$ cat src/rtl/pmu_pkg.sv
package pmu_pkg;
  localparam int DW        = 32;   // bus and control word width
  localparam int SEL_W     = 8;    // event code width
  localparam int NUM_CODES = 1 << SEL_W;
  localparam int NEV_CTR   = 2;    // event counters
  localparam int NCTR      = NEV_CTR + 1;
  localparam int CYC_IDX   = NEV_CTR; // cycle counter sits after the event counters

  // control word bit positions (decoded by software)
  localparam int CB_RUN   = 0;
  localparam int CB_EVCLR = 1;
  localparam int CB_CYCLR = 2;
  localparam int CB_DIV   = 3;
  localparam int CB_IEN   = 4;
  localparam int CB_FLG   = 8;
  localparam int CB_SEL   = 12;

  localparam logic [SEL_W-1:0] CODE_IDLE = '1;

  typedef enum logic [1:0] {
    A_CTRL = 2'd0,
    A_CYC  = 2'd1,
    A_EV0  = 2'd2,
    A_EV1  = 2'd3
  } reg_addr_e;

  function automatic logic code_live(input logic [SEL_W-1:0] c);
    return (c <= 8'h0D) || (c >= 8'h10 && c <= 8'h12) || (c >= 8'h14 && c <= 8'h16);
  endfunction
endpackage

$ cat src/rtl/pmu_counter.sv
module pmu_counter #(
  parameter int W = 32
) (
  input  logic         clk,
  input  logic         rst,
  input  logic         ld,
  input  logic [W-1:0] ld_val,
  input  logic         clr,
  input  logic         inc,
  output logic [W-1:0] cnt,
  output logic         ovf
);
  // a wrap only counts when neither load nor clear overrides the step
  assign ovf = inc && !ld && !clr && (&cnt);

  always_ff @(posedge clk) begin
    if (rst)       cnt <= '0;
    else if (ld)   cnt <= ld_val;
    else if (clr)  cnt <= '0;
    else if (inc)  cnt <= cnt + 1'b1;
  end


  load_win_chk: assert property (@(posedge clk) disable iff (rst)
    ld |=> cnt == $past(ld_val));

  clear_win_chk: assert property (@(posedge clk) disable iff (rst)
    (clr && !ld) |=> cnt == '0);

  hold_chk: assert property (@(posedge clk) disable iff (rst)
    (!inc && !ld && !clr) |=> $stable(cnt));

  wrap_zero_chk: assert property (@(posedge clk) disable iff (rst)
    ovf |=> cnt == '0);
endmodule

$ cat src/rtl/pmu_prescaler.sv
module pmu_prescaler #(
  parameter int LOG2 = 6
) (
  input  logic clk,
  input  logic rst,
  input  logic run,
  input  logic clr,
  input  logic div_en,
  output logic tick
);
  logic [LOG2-1:0] pre;

  assign tick = run && (!div_en || (&pre));

  always_ff @(posedge clk) begin
    if (rst || clr) pre <= '0;
    else if (run)   pre <= pre + 1'b1;
  end


  div_wrap_chk: assert property (@(posedge clk) disable iff (rst)
    (run && div_en && tick && !clr) |=> pre == '0);

  idle_tick_chk: assert property (@(posedge clk) disable iff (rst)
    !run |-> !tick);
endmodule

$ cat src/rtl/pmu_ctrl.sv
module pmu_ctrl import pmu_pkg::*; (
  input  logic                            clk,
  input  logic                            rst,
  input  logic                            wr,
  input  logic [DW-1:0]                   wdata,
  input  logic [NCTR-1:0]                 ovf,
  output logic                            run,
  output logic                            div_mode,
  output logic                            clr_ev,
  output logic                            clr_cyc,
  output logic [NEV_CTR-1:0][SEL_W-1:0]   sel,
  output logic [DW-1:0]                   word,
  output logic                            irq
);
  logic [NCTR-1:0] ien;
  logic [NCTR-1:0] flags;
  logic [NCTR-1:0] w1c;
  logic            unused_bits;

  // strobes act in the write cycle and are never stored
  assign clr_ev  = wr && wdata[CB_EVCLR];
  assign clr_cyc = wr && wdata[CB_CYCLR];
  assign w1c     = wr ? wdata[CB_FLG +: NCTR] : '0;
  assign unused_bits = ^{wdata[31:28], wdata[11], wdata[7]};

  always_ff @(posedge clk) begin
    if (rst) begin
      run      <= 1'b0;
      div_mode <= 1'b0;
      ien      <= '0;
      flags    <= '0;
      for (int i = 0; i < NEV_CTR; i++) sel[i] <= CODE_IDLE;
    end else begin
      if (wr) begin
        run      <= wdata[CB_RUN];
        div_mode <= wdata[CB_DIV];
        ien      <= wdata[CB_IEN +: NCTR];
        for (int i = 0; i < NEV_CTR; i++) sel[i] <= wdata[CB_SEL + i*SEL_W +: SEL_W];
      end
      flags <= (flags & ~w1c) | ovf;
    end
  end

  always_comb begin
    word = '0;
    word[CB_RUN]            = run;
    word[CB_DIV]            = div_mode;
    word[CB_IEN +: NCTR]    = ien;
    word[CB_FLG +: NCTR]    = flags;
    for (int i = 0; i < NEV_CTR; i++) word[CB_SEL + i*SEL_W +: SEL_W] = sel[i];
  end

  assign irq = |(flags & ien);


  flag_set_chk: assert property (@(posedge clk) disable iff (rst)
    (ovf != '0) |=> ((flags & $past(ovf)) == $past(ovf)));

  flag_w1c_chk: assert property (@(posedge clk) disable iff (rst)
    (wr && wdata[CB_FLG] && !ovf[0]) |=> !flags[0]);

  flag_sticky_chk: assert property (@(posedge clk) disable iff (rst)
    (flags[CYC_IDX] && !(wr && wdata[CB_FLG + CYC_IDX])) |=> flags[CYC_IDX]);

  irq_mask_chk: assert property (@(posedge clk) disable iff (rst)
    (ien == '0) |-> !irq);
endmodule

$ cat src/rtl/perf_monitor.sv
module perf_monitor import pmu_pkg::*; #(
  parameter int CNT_W    = 32,
  parameter int DIV_LOG2 = 6
) (
  input  logic                 clk,
  input  logic                 rst,
  input  logic [NUM_CODES-1:0] ev_pulse,
  input  logic                 bus_we,
  input  logic [1:0]           bus_addr,
  input  logic [DW-1:0]        bus_wdata,
  output logic [DW-1:0]        bus_rdata,
  output logic                 irq
);
  logic                          wr_ctrl;
  logic                          run, div_mode, clr_ev, clr_cyc, cyc_tick;
  logic [NEV_CTR-1:0][SEL_W-1:0] sel;
  logic [DW-1:0]                 ctrl_word;
  logic [NCTR-1:0][CNT_W-1:0]    cnt;
  logic [NCTR-1:0]               ovf;
  logic                          rd_ctrl_q;

  assign wr_ctrl = bus_we && (bus_addr == A_CTRL);

  pmu_ctrl u_ctrl (
    .clk(clk), .rst(rst), .wr(wr_ctrl), .wdata(bus_wdata), .ovf(ovf),
    .run(run), .div_mode(div_mode), .clr_ev(clr_ev), .clr_cyc(clr_cyc),
    .sel(sel), .word(ctrl_word), .irq(irq)
  );

  for (genvar g = 0; g < NEV_CTR; g++) begin : g_ev
    logic hit;
    logic ld;
    assign hit = run && ev_pulse[sel[g]] && code_live(sel[g]);
    assign ld  = bus_we && (bus_addr == 2'(A_EV0 + g));
    pmu_counter #(.W(CNT_W)) u_cnt (
      .clk(clk), .rst(rst), .ld(ld), .ld_val(bus_wdata[CNT_W-1:0]),
      .clr(clr_ev), .inc(hit), .cnt(cnt[g]), .ovf(ovf[g])
    );
  end

  pmu_prescaler #(.LOG2(DIV_LOG2)) u_pre (
    .clk(clk), .rst(rst), .run(run), .clr(clr_cyc), .div_en(div_mode), .tick(cyc_tick)
  );

  pmu_counter #(.W(CNT_W)) u_cyc (
    .clk(clk), .rst(rst), .ld(bus_we && (bus_addr == A_CYC)),
    .ld_val(bus_wdata[CNT_W-1:0]), .clr(clr_cyc), .inc(cyc_tick),
    .cnt(cnt[CYC_IDX]), .ovf(ovf[CYC_IDX])
  );

  always_ff @(posedge clk) begin
    if (rst) begin
      bus_rdata <= '0;
      rd_ctrl_q <= 1'b0;
    end else begin
      rd_ctrl_q <= (bus_addr == A_CTRL);
      unique case (bus_addr)
        A_CTRL:  bus_rdata <= ctrl_word;
        A_CYC:   bus_rdata <= DW'(cnt[CYC_IDX]);
        A_EV0:   bus_rdata <= DW'(cnt[0]);
        default: bus_rdata <= DW'(cnt[1]);
      endcase
    end
  end


  rsvd_zero_chk: assert property (@(posedge clk) disable iff (rst)
    rd_ctrl_q |-> (bus_rdata[31:28] == 4'h0 && !bus_rdata[11] && !bus_rdata[7] && bus_rdata[2:1] == 2'b00));

  rd_cyc_chk: assert property (@(posedge clk) disable iff (rst)
    (bus_addr == A_CYC) |=> bus_rdata == DW'($past(cnt[CYC_IDX])));
endmodule

$ cat config.mk
export PLATFORM = sky130hd
export DESIGN_NAME = perf_monitor
export DESIGN_NICKNAME = d
export VERILOG_FILES = /design/src/rtl/pmu_pkg.sv /design/src/rtl/pmu_counter.sv /design/src/rtl/pmu_prescaler.sv /design/src/rtl/pmu_ctrl.sv /design/src/rtl/perf_monitor.sv
export SDC_FILE = /design/constraint.sdc
export NUM_CORES = 1
export LEC_CHECK = 0
export ABC_CLOCK_PERIOD_IN_PS = 2500
export BUFFER_PORTS_ARGS = -buffer_cell sky130_fd_sc_hd__buf_2
export CAP_MARGIN = 20
export CORE_AREA = 2 2 163 165
export DETAILED_ROUTE_END_ITERATION = 7
export DIE_AREA = 0 0 165 167
export PLACE_DENSITY = 0.71
export SYNTH_ARGS = -nofsm -noshare
export SYNTH_HDL_FRONTEND = slang
export SYNTH_SLANG_ARGS = --single-unit
$ cat constraint.sdc
create_clock -name clk -period 2.5 [get_ports clk]
set_input_delay 0.25 -clock clk [delete_from_list [all_inputs] [get_ports clk]]
set_output_delay 0.25 -clock clk [all_outputs]
set_load 0.03 [all_outputs]
==> impl_metrics.env, run 1 <==
export IMPL_min_from="bus_wdata[24]"
export IMPL_overflow=0
export IMPL_synthDistinctLibCells=78
export IMPL_cts_tree="yes"
export IMPL_grt_pass1_wl_um=57900
export IMPL_cts_path_max_buffers=2
export IMPL_startpoint_type="flop"
export IMPL_p_comb_frac=0.183
export IMPL_avgSynthCellArea_sq_um=8.76
export IMPL_first_iter_violations=1666
export IMPL_setup_viol=64
export IMPL_cpPeakStageDelay_ns=0.55
export IMPL_die_area_sq_mm=0.0276
export IMPL_slowest_stage="mux4_2"
export IMPL_power_w=0.00653
export IMPL_cp_required_ns=2.86
export IMPL_worstSetupPathType="reg -> reg"
export IMPL_nets=1658
export IMPL_cts_root_buf="clkbuf_16"
export IMPL_max_cap_viol_count=0
export IMPL_start_util=0.395
export IMPL_gp_routability_congestion=0.940
export IMPL_drive_gt1_frac=0.356
export IMPL_ff2ff_path_depth=8
export IMPL_powerDensity_mw_per_mm2=489
export IMPL_syn_num_nets=1459
export IMPL_path_delay_family="compound AO/OA/AOI/OAI gates"
export IMPL_finClkSkew_ns=0.00905
export IMPL_yosysMostFrequentCell="dfxtp_1"
export IMPL_cts_made_buffers=17
export IMPL_cp_startpoint="u_ctrl.sel[1]"
export IMPL_ant_nets=0
export IMPL_internal_power_w=0.00454
export IMPL_slew_headroom=0.193
export IMPL_ys_seq_elements=158
export IMPL_fin_crit_ns=2.79
export IMPL_async_reset_ff_frac=0
export IMPL_portBuffers=133
export IMPL_drv_slew=0
export IMPL_path_clk_slew_ns=0.07
export IMPL_p_leak_nw=5.18
export IMPL_synth_edf_count=0
export IMPL_die_h_um=167
export IMPL_io_pins=326
export IMPL_groute_usage_overall=0.273
export IMPL_worst_slack_ns=-0.288
export IMPL_arrival_ns=3.15
export IMPL_synth_area_leader_cell="dfxtp_1"
export IMPL_sw_frac_of_total=0.305
export IMPL_syn2layout_area_growth_pct=31.2
export IMPL_synth_main_ff_cell="dfxtp_1"
export IMPL_antennaDiodeCount=0
export IMPL_clock_latency_ns=0.44
export IMPL_hold_violations=0
export IMPL_max_clock_freq_ghz=0.359
export IMPL_crit_top_cell="mux4_2"
export IMPL_core_region_area_sq_mm=0.0258
export IMPL_grt_max_degree=47
export IMPL_synth_seq_area_share=0.311
export IMPL_fp_dieW_um=165
export IMPL_r2r_slack_ns=-0.29
export IMPL_tightest_slew_ns=1.21
export IMPL_vias=10900
export IMPL_route_detailed_drc=2
export IMPL_hold_slack_ns=0.137
export IMPL_routed_wl_um=38200
export IMPL_min_to="u_ctrl.sel[12]"
export IMPL_synth_area_top_cells="dfxtp_1 (31%), mux4_2 (12%), a21oi_1 (4.0%)"
export IMPL_path_cells="buf_12, mux4_2, mux4_2, o21ai_2, nor2_4, o31a_4, a31o_1, a221oi_2"
export IMPL_violations="design-rule violations, negative setup slack"
export IMPL_status="finished, violations left"
export IMPL_reg2reg_to="g_ev[0].u_cnt.cnt[6]"
export IMPL_power_switching_w=0.00199
export IMPL_syn_inst=1162
export IMPL_peakVddDrop_v=0.000475
export IMPL_row_count=59
export IMPL_timing_rr_start="u_ctrl.sel[1]"
export IMPL_fin_crit_sh=1.12
export IMPL_power_frac_seq=0.415
export IMPL_holdCritPathClass="in -> reg"
export IMPL_wl_per_cell_um=22.3
export IMPL_clkPwrFrac=0.402
export IMPL_rsz0062_at_grt="true"
export IMPL_ys_warn_count=0
export IMPL_path_buf_inv=1
export IMPL_worst_setup_path_end_kind="flop"
export IMPL_syn_area_sq_mm=0.0102
export IMPL_clkSinkCount=158
export IMPL_netlist_area_leader_share=0.311
export IMPL_synth_commonest_cells="dfxtp_1 (158), nand2_1 (101), a21oi_1 (82), nor2_1 (79), clkbuf_1 (63)"
export IMPL_whs_path_depth=3
export IMPL_via_per_inst=6.38
export IMPL_cp_max_fo=6
export IMPL_first_pass_iters=8
export IMPL_htreeDepth=4
export IMPL_grt_pass1_vias=10100
export IMPL_antenna_found_initial=1
export IMPL_post_dp_hpwl_um=26900
==> cell usage in the layout (no fill, tap or decap), types with 6 or more instances in the layout <==
cell type  instances
a211oi_2          11
a21oi_1           70
a21oi_2           12
a221o_1            7
a221oi_1          11
a221oi_2          12
a22o_1            15
a22oi_1           34
a31oi_1           17
a32o_1             6
and2_1            38
and3_1            28
and4_1             9
buf_12             7
buf_2            132
buf_4            113
buf_6             22
clkbuf_16         17
dfxtp_1          153
inv_1             30
inv_6              6
mux2_2            12
mux2i_1           31
mux4_2            55
nand2_1          101
nand3_1           44
nand4_1           23
nor2_1            75
nor3_1            42
nor3_4            10
nor4_1             9
o21ai_0           25
o21ai_1            9
o31ai_2            6
xnor2_1           22
xor2_1            19
==> logic make-up after synthesis <==
| logic type | synth area share |
|---|---|
| simple gates | 0.210 |
| compound gates | 0.217 |
| flops | 0.311 |
| buf+inv | 0.0552 |
| mux | 0.167 |
| xor+xnor | 0.0353 |
| fa+ha+maj | 0.00492 |
==> layer usage <==
layer,share of wire,GRT usage
met1,0.41,0.380
met2,0.43,0.404
met3,0.12,0.0640
met4,0.046,0.113
met5,0.00034,0
==> per-stage QoR <==
step                setup WS [ns]  TNS (ns)  instance area (sq um)  cells  utilization
finish                     -0.288    -11.45                  13400   1709        0.518
global placement           -0.388    -14.30                  11800   1648        0.458
global route               -0.362    -15.44                  13400   1709        0.518
detailed placement         -0.383    -15.72                  11800   1648        0.458
floorplan                 0.00245         0                  10200   1162            -
CTS                        -0.316    -11.22                  13000   1704        0.506
==> worst max path at each step <==
stage | cells after the start | to | slack [ns]
floorplan | 8 | g_ev[0].u_cnt.cnt[28] | 0.002
global placement | 8 | g_ev[0].u_cnt.cnt[26] | -0.39
detailed placement | 8 | g_ev[0].u_cnt.cnt[26] | -0.38
CTS | 8 | g_ev[0].u_cnt.cnt[6] | -0.32
global route | 10 | g_ev[0].u_cnt.cnt[7] | -0.36
finish | 8 | g_ev[0].u_cnt.cnt[6] | -0.29
==> power groups by stage <==
stage	Clock, W	Sequential (W)	Combinational (W)
final	0.00262	0.00271	0.00120
after global routing	0.00274	0.00272	0.00127
after detailed placement	0	0.00275	0.00102
after CTS	0.00264	0.00270	0.00111
after global placement	0	0.00275	0.00100
after floorplan	0	0.00276	0.000592
==> worst min-delay path: stages <==
cell     delay, ns
buf_2         0.15
mux2i_1       0.09
nand2_1       0.06
==> cell type report <==
cell class	count	area [sq um]
clock buffer	17	425
timing repair buffer	277	1950
clock inverter	15	153
fill	2213	12400
multi-input combinational	876	7120
inverter	31	116
sequential	158	3170
tap	335	419
==> registers in the layout (all words and copies together) (netlist names) <==
name             cells
g_ev.u_cnt.cnt      64
u_pre.pre            6
u_ctrl.ien           3
u_cyc.cnt           32
u_ctrl.div_mode      1
u_ctrl.sel          16
bus_rdata           32
u_ctrl.run           1
u_ctrl.flags         3
==> what timing repair did <==
| item | CTS | global route |
|---|---|---|
| hold buffers | 0 | 0 |
| setup endpoints to repair | 66 | 66 |
| gates resized for setup | 94 | 64 |
| setup buffers | 19 | 9 |
| gates cloned | 6 | 1 |
| pin swaps | 22 | 41 |
No activity file was read; power rests on OpenSTA's default activity.
==> run 2: changes to the inputs <==
--- a/config.mk
+++ b/config.mk
@@ -8,10 +8,10 @@
 export ABC_CLOCK_PERIOD_IN_PS = 2500
 export BUFFER_PORTS_ARGS = -buffer_cell sky130_fd_sc_hd__buf_2
 export CAP_MARGIN = 20
-export CORE_AREA = 2 2 163 165
+export CORE_AREA = 2 2 157 159
 export DETAILED_ROUTE_END_ITERATION = 7
-export DIE_AREA = 0 0 165 167
-export PLACE_DENSITY = 0.71
+export DIE_AREA = 0 0 159 161
+export PLACE_DENSITY = 0.75
 export SYNTH_ARGS = -nofsm -noshare
 export SYNTH_HDL_FRONTEND = slang
 export SYNTH_SLANG_ARGS = --single-unit
==> impl_metrics.env, run 2 (same netlist as run 1, synthesis figures left out) <==
export IMPL_status="finished, violations left"
export IMPL_violations="negative setup slack"
export IMPL_start_util=0.425
export IMPL_path_delay_family="multiplexers"
export IMPL_cp_required_ns=2.83
export IMPL_placed_area_sq_mm=0.0118
export IMPL_powerDensity_mw_per_mm2=494
export IMPL_htreeDepth=4
export IMPL_rsz0062_at_grt="true"
export IMPL_wl_per_cell_um=22.3
export IMPL_first_iter_violations=1742
export IMPL_path_buf_inv=2
export IMPL_multi_input_area_sq_mm=0.00705
export IMPL_portBuffers=133
export IMPL_holdCritPathClass="in -> reg"
export IMPL_cp_max_fo=12
export IMPL_grt_pass1_vias=10300
export IMPL_final_cell_mix="dfxtp_1 (155), buf_2 (133), nand2_1 (101), buf_4 (101), nor2_1 (75)"
export IMPL_antenna_found_initial=0
export IMPL_worst_setup_path_end_kind="flop"
export IMPL_slew_headroom=0.320
export IMPL_first_pass_iters=8
export IMPL_r2r_slack_ns=-0.30
export IMPL_nets=1651
export IMPL_worst_slack_ns=-0.295
export IMPL_syn2layout_area_growth_pct=30.5
export IMPL_io_pins=326
export IMPL_startpoint_type="flop"
export IMPL_row_count=57
export IMPL_clock_latency_ns=0.44
export IMPL_routed_wl_um=37600
export IMPL_timing_rr_start="u_ctrl.sel[1]"
export IMPL_post_dp_hpwl_um=26300
export IMPL_arrival_ns=3.13
export IMPL_p_leak_nw=5.15
export IMPL_fp_dieW_um=159
export IMPL_numPlacedInstances=1633
export IMPL_cp_startpoint="u_ctrl.sel[1]"
export IMPL_utilization=0.555
export IMPL_cts_root_buf="clkbuf_16"
export IMPL_slowest_stage="mux4_2"
export IMPL_cts_tree="yes"
export IMPL_grt_max_degree=94
export IMPL_final_cell_count_no_fill=1692
export IMPL_via_per_inst=6.48
export IMPL_worst_path_stages=9
export IMPL_tightest_slew_ns=1.02
export IMPL_ant_nets=0
export IMPL_regMostFlops="g_ev.u_cnt.cnt"
export IMPL_grt_pass1_wl_um=57200
export IMPL_stdcell_area_sq_mm=0.0133
export IMPL_finClkSkew_ns=0.0120
export IMPL_max_clock_freq_ghz=0.358
export IMPL_hold_violations=0
export IMPL_die_area_sq_mm=0.0256
export IMPL_route_detailed_drc=0
export IMPL_worstSetupPathType="reg -> reg"
export IMPL_die_h_um=161
export IMPL_setup_viol=64
export IMPL_max_cap_viol_count=0
export IMPL_overflow=0
export IMPL_drv_slew=0
export IMPL_cts_path_max_buffers=2
export IMPL_regArea_sq_mm=0.00317
export IMPL_reg2reg_to="g_ev[0].u_cnt.cnt[9]"
export IMPL_path_cells="buf_12, mux4_2, mux4_2, o21ai_4, nor2_4, o31ai_4, buf_6, o31ai_1, a221oi_1"
export IMPL_clkSinkCount=158
export IMPL_largest_reg_flops=64
export IMPL_endpoint="g_ev[0].u_cnt.cnt[9]"
export IMPL_ff2ff_path_depth=9
export IMPL_fin_crit_ns=2.80
export IMPL_vias=11000
export IMPL_power_w=0.00657
export IMPL_peakVddDrop_v=0.000492
export IMPL_gp_routability_congestion=0.959
export IMPL_fin_crit_sh=1.12
export IMPL_drive_gt1_frac=0.351
export IMPL_layout_commonest_cell="dfxtp_1"
export IMPL_reg_top3="g_ev.u_cnt.cnt (64), bus_rdata (32), u_cyc.cnt (32)"
export IMPL_crit_top_cell="mux4_2"
export IMPL_cts_made_buffers=17
export IMPL_cpPeakStageDelay_ns=0.56
export IMPL_path_clk_slew_ns=0.07
export IMPL_core_region_area_sq_mm=0.0240
export IMPL_fillers=2070
export IMPL_groute_usage_overall=0.284
run 2: cell types whose count changed in the layout (fill, tap and decap cells not counted), sizes merged:
cell,previous run,this run
buf,277,270
clkinv,3,6
inv,38,35
bufinv,1,2
clkinvlp,4,3
diode,0,1
run 2: layout make-up:
class	count	area share
antenna	1	0.000188
clock buffer	17	0.0320
clock inverter	15	0.0121
inverter	31	0.00876
multi-input combinational	876	0.530
sequential	158	0.239
tap	324	0.0305
timing repair buffer	270	0.147
run 2: power breakdown:
| group | total, W | internal (W) | switching (W) |
|---|---|---|---|
| Clock | 0.00266 | 0.00149 | 0.00118 |
| Combinational | 0.00120 | 0.000533 | 0.000665 |
| Sequential | 0.00271 | 0.00260 | 0.000106 |
| Total | 0.00657 | 0.00462 | 0.00195 |
run 2: timing repair:
action                                  CTS  global route
hold buffers                              0             0
endpoints found under the setup margin   66            66
buffers inserted                         19             2
gates cloned                              5             0
resized for setup                       108            34
pin swaps                                28            19
endpoints found under the hold margin     0             0
run 2: metrics by stage:
stage | setup TNS [ns] | hold slack, ns | worst slack [ns]
CTS | -7.90 | 0.113 | -0.281
detailed placement | -15.14 | 0.482 | -0.447
global placement | -13.43 | 0.473 | -0.418
finish | -10.06 | 0.120 | -0.295
global route | -13.44 | 0.119 | -0.302
floorplan | 0 | 0.379 | 0.00245
run 2: worst min path at each step:
stage	slack [ns]	to	cells past startpoint	start
2_1_floorplan	0.38	u_ctrl.sel[0]	2	bus_wdata[12]
3_3_place_gp	0.47	u_pre.pre[5]	2	u_pre.pre[5]
3_5_place_dp	0.48	u_pre.pre[5]	2	u_pre.pre[5]
4_1_cts	0.11	u_ctrl.sel[11]	3	bus_wdata[23]
5_1_grt	0.12	u_ctrl.sel[7]	3	bus_wdata[19]
6_report	0.12	u_ctrl.sel[11]	3	bus_wdata[23]
run 2: per-layer routing:
| metal | wire length, um | GRT usage | vias up |
|---|---|---|---|
| met5 | 0 | 0 | - |
| met3 | 4420 | 0.0639 | 147 |
| li1 | - | - | 4835 |
| met4 | 1690 | 0.113 | 0 |
| met2 | 16200 | 0.431 | 798 |
| met1 | 15300 | 0.395 | 5178 |
run 2: worst min-delay path, stage by stage:
cell	delay, ns
buf_2	0.14
mux2i_1	0.08
nand2_1	0.06
